==> src/rtl/hsd_pkg.sv <==
package hsd_pkg;
  typedef enum logic [2:0] {
    S_IDLE   = 3'd0,
    S_B1_UP  = 3'd1,
    S_B1_DN  = 3'd2,
    S_B2_UP  = 3'd3,
    S_ACK_UP = 3'd4,
    S_B2_DN  = 3'd5,
    S_ACK_DN = 3'd6
  } hsd_state_t;
endpackage

==> src/rtl/hsd_stage.sv <==
module hsd_stage
  import hsd_pkg::*;
(
  input  logic clk,
  input  logic rst_n,
  input  logic a_req,
  output logic a_ack,
  output logic b_req,
  input  logic b_ack
);
  hsd_state_t st, nxt;
  logic       b_req_q, a_ack_q;

  always_comb begin
    nxt = st;
    unique case (st)
      S_IDLE:   if (a_req)  nxt = S_B1_UP;
      S_B1_UP:  if (b_ack)  nxt = S_B1_DN;
      S_B1_DN:  if (!b_ack) nxt = S_B2_UP;
      S_B2_UP:  if (b_ack)  nxt = S_ACK_UP;
      S_ACK_UP: if (!a_req) nxt = S_B2_DN;
      S_B2_DN:  if (!b_ack) nxt = S_ACK_DN;
      S_ACK_DN: nxt = a_req ? S_B1_UP : S_IDLE;
      default:  nxt = S_IDLE;
    endcase
  end

  // Outputs are registered from the next state so they change with it.
  always_ff @(posedge clk) begin
    if (!rst_n) begin
      st      <= S_IDLE;
      b_req_q <= 1'b0;
      a_ack_q <= 1'b0;
    end else begin
      st      <= nxt;
      b_req_q <= (nxt == S_B1_UP) || (nxt == S_B2_UP) || (nxt == S_ACK_UP);
      a_ack_q <= (nxt == S_ACK_UP) || (nxt == S_B2_DN);
    end
  end

  assign b_req = b_req_q;
  assign a_ack = a_ack_q;
endmodule

==> src/rtl/hsd_chain.sv <==
module hsd_chain #(
  parameter int STAGES = 3
) (
  input  logic clk,
  input  logic rst_n,
  input  logic a_req,
  output logic a_ack,
  output logic b_req,
  input  logic b_ack
);
  logic [STAGES:0] req_w;
  logic [STAGES:0] ack_w;

  assign req_w[0]      = a_req;
  assign a_ack         = ack_w[0];
  assign b_req         = req_w[STAGES];
  assign ack_w[STAGES] = b_ack;

  for (genvar i = 0; i < STAGES; i++) begin : g_stage
    hsd_stage u_stage (
      .clk   (clk),
      .rst_n (rst_n),
      .a_req (req_w[i]),
      .a_ack (ack_w[i]),
      .b_req (req_w[i+1]),
      .b_ack (ack_w[i+1])
    );
  end
endmodule

==> config.mk <==
export PLATFORM = sky130hd
export DESIGN_NAME = hsd_chain
export DESIGN_NICKNAME = d
export VERILOG_FILES = /design/src/rtl/hsd_pkg.sv /design/src/rtl/hsd_stage.sv /design/src/rtl/hsd_chain.sv
export SDC_FILE = /design/constraint.sdc
export NUM_CORES = 1
export LEC_CHECK = 0
export ABC_CLOCK_PERIOD_IN_PS = 2250
export BUFFER_PORTS_ARGS = -buffer_cell sky130_fd_sc_hd__buf_2
export CAP_MARGIN = 20
export CELL_PAD_IN_SITES_DETAIL_PLACEMENT = 0
export CELL_PAD_IN_SITES_GLOBAL_PLACEMENT = 2
export CORE_UTILIZATION = 37
export CTS_CLUSTER_SIZE = 30
export DETAILED_ROUTE_END_ITERATION = 8
export PLACE_DENSITY = 0.87
export SYNTH_ARGS = -nofsm -noshare
export SYNTH_HDL_FRONTEND = slang
export SYNTH_HIERARCHICAL = 1
export SYNTH_SLANG_ARGS = --single-unit
==> constraint.sdc <==
create_clock -name clk -period 2.25 [get_ports clk]
set_clock_uncertainty 0.2 [all_clocks]
set_input_delay 0.225 -clock clk [delete_from_list [all_inputs] [get_ports clk]]
set_output_delay 0.225 -clock clk [all_outputs]
set_load 0.02 [all_outputs]
==> results.cfg <==
[status]
status = finished, final reports clean

[placement]
dp_hpwl_um = 1020
placed_cells = 122
io_buffer_count = 5
routabilityCongestion = 0.698
pre_cts_ws_ns = 0.784

[yosys]
seq_area_frac_synth = 0.364
yosysMostFrequentCell = dfxtp_1
synth_commonest_cells = dfxtp_1, a21oi_1, inv_1, nand2_1
synth_xor_area_frac = 0.0318
synth_area_per_cell_um2 = 8.60
synth-edff-count = 0
synth_cells = 96
synth.area.top_cells = dfxtp_1, a21oi_1, a21bo_2, and3b_2, nor4bb_1
synth_top_family_by_area = compound AO/OA/AOI/OAI gates
postSynthNetCount = 100
synthMuxAreaShare = 0
synth_area_um2 = 826
yosysTopAreaCellShare = 0.364
ys.flop_type = dfxtp_1
async_flop_share = 0
synth_cell_types = 23
ys_warn_count = 6
synth-seq-cells = 15
synth-simple-area-share = 0.273
synth-compound-area-share = 0.273
synth_fa_ha_area_frac = 0
yosysTopAreaCell = dfxtp_1

[power_and_ir_drop]
p_sw_frac = 0.258
clkPwrFrac = 0.300
power_mw = 0.505
p_leak_nw = 0.309
ir_drop_uv = 263
sequentialPowerShare = 0.591
p_comb_frac = 0.109
switching_power_mw = 0.130
p_int_mw = 0.374
power_density_nw_per_um2 = 570

[setup_path]
crit_path_start = g_stage[2].u_stage/st[0]
cp.arrival_ns = 1.40
crit_fanout = 12
cp.required_ns = 2.21
crit_type = reg2reg
r2r_start = g_stage[2].u_stage/st[0]
cp-end-kind = register
worst_setup_path_start_kind = register

[job]
max_cap_viol_count = 0

[global_route]
antenna_found_initial = 0
met3_usage = 0.0280
grt_use_met2 = 0.217
busiest_layer = met2
grt_pass1_vias = 603
overflow = 0
grt_max_degree = 13
met1_usage = 0.180
grt_usage = 0.144
grt_pass1_wl_um = 2620

[route]
avgViaCountPerCell = 5.46
firstDrtPassIters = 4
drtAntennaViolNets = 0
post_drt_wl_per_cell_um = 11.8
drt_wl_total_um = 1490
via_count = 688
drc = 0
drtIter0Drc = 11

[timing]
drv_slew = 0
hold_viol_final = 0
setup_viol = 0
post-route-period-util = 0.639
rsz0062_at_grt = false
finalWorstSetupSlack_ns = 0.813
fmax_ghz = 0.696
relSlewSlack = 0.748
tns_ns = 0
period_minus_slack_ns = 1.44
tightest_slew_ns = 0.368

[floorplan]
die_h_um = 49.2
die_w_um = 49.2
ios = 6
coreArea_um2 = 2020
rows = 16
initial_core_util = 0.408
fp.dieArea_um2 = 2420

[clock_tree]
cts.sinks = 15
clockBufferDepth = 2
numCtsBuffers = 3
clock-root-buffer = clkbuf_4
postCtsSetupRepairBufs = 0
clk_latency_ns = 0.28
cts_hold_buf = 0
clk_pin_slew_ns = 0.09
ctsResizeCount = 0
cts_tree = yes
htreeDepth = 1

[layout]
nFillCells = 199
n_antenna_cell = 0
drive_gt1_frac = 0.182
layoutNonFillerInstCount = 126
nNetsFinal = 104
area.growth.synth_to_final_pct = 7.27

[min_path]
hp-start = rst_n
hold_class = in2reg
-- placed cells by master, fill, tap and decap left out, drive strengths merged, types with 5 or more instances in the layout --
| cell | n |
|---|---|
| inv | 6 |
| dfxtp | 15 |
| nand2 | 6 |
| a21oi | 12 |
| buf | 5 |
-- stage by stage --
stage                     cell area [um2]  hold WS [ns]   util
after floorplan                       826         0.143      -
after global placement                858         0.315  0.425
after detailed placement              858         0.324  0.425
after CTS                             886       0.00950  0.438
after global routing                  886       0.00579  0.438
final                                 886        0.0244  0.438
-- power groups by stage --
stage / Clock (mW) / Sequential, mW / Combinational, mW
after global placement: 0 / 0.303 / 0.0536
after floorplan: 0 / 0.293 / 0.0530
final: 0.152 / 0.298 / 0.0552
after global routing: 0.180 / 0.301 / 0.0620
after detailed placement: 0 / 0.304 / 0.0552
after CTS: 0.164 / 0.298 / 0.0556
-- path summary, 6_finish.rpt --
kind	endpoint	slack (ns)	depth (start not counted)
setup / recovery	g_stage[2].u_stage/b_req	0.81	3
hold / removal	g_stage[1].u_stage/st[1]	0.02	2
setup reg to reg	g_stage[2].u_stage/b_req	0.81	3
hold reg to reg	g_stage[1].u_stage/b_req	0.35	2
-- flip-flops by register name, summed over array words and instances (netlist names) --
register	flops
g_stage.u_stage/b_req	3
g_stage.u_stage/st	9
g_stage.u_stage/a_ack	3
-- logic make-up (layout without fill, tap and decap cells) --
group | Yosys count | count (layout)
xor+xnor | 3 | 3
buf+inv | 12 | 15
compound gates | 33 | 33
simple gates | 33 | 33
flops | 15 | 15
-- area by class of cell --
| cell class | instances | area [um2] | area share |
|---|---|---|---|
| clock inverter | 1 | 5.00 | 0.00565 |
| inverter | 6 | 22.5 | 0.0254 |
| multi-input combinational | 69 | 477 | 0.538 |
| timing repair buffer | 5 | 25.0 | 0.0282 |
| tap | 27 | 33.8 | 0.0381 |
| clock buffer | 3 | 22.5 | 0.0254 |
| sequential | 15 | 300 | 0.339 |
-- routing by layer --
layer,wire (um),part of all wire,vias to the layer above
met3,38,0.026,4
met4,38,0.026,0
met5,0,0,-
li1,-,-,354
met1,737,0.50,322
met2,670,0.45,8
-- critical path, stage by stage (launching register included) --
cell and delay, ns:
dfxtp_1 0.52, or2_2 0.18, a21oi_1 0.05, a2111oi_0 0.36
No activity file was read; power rests on OpenSTA's default activity.
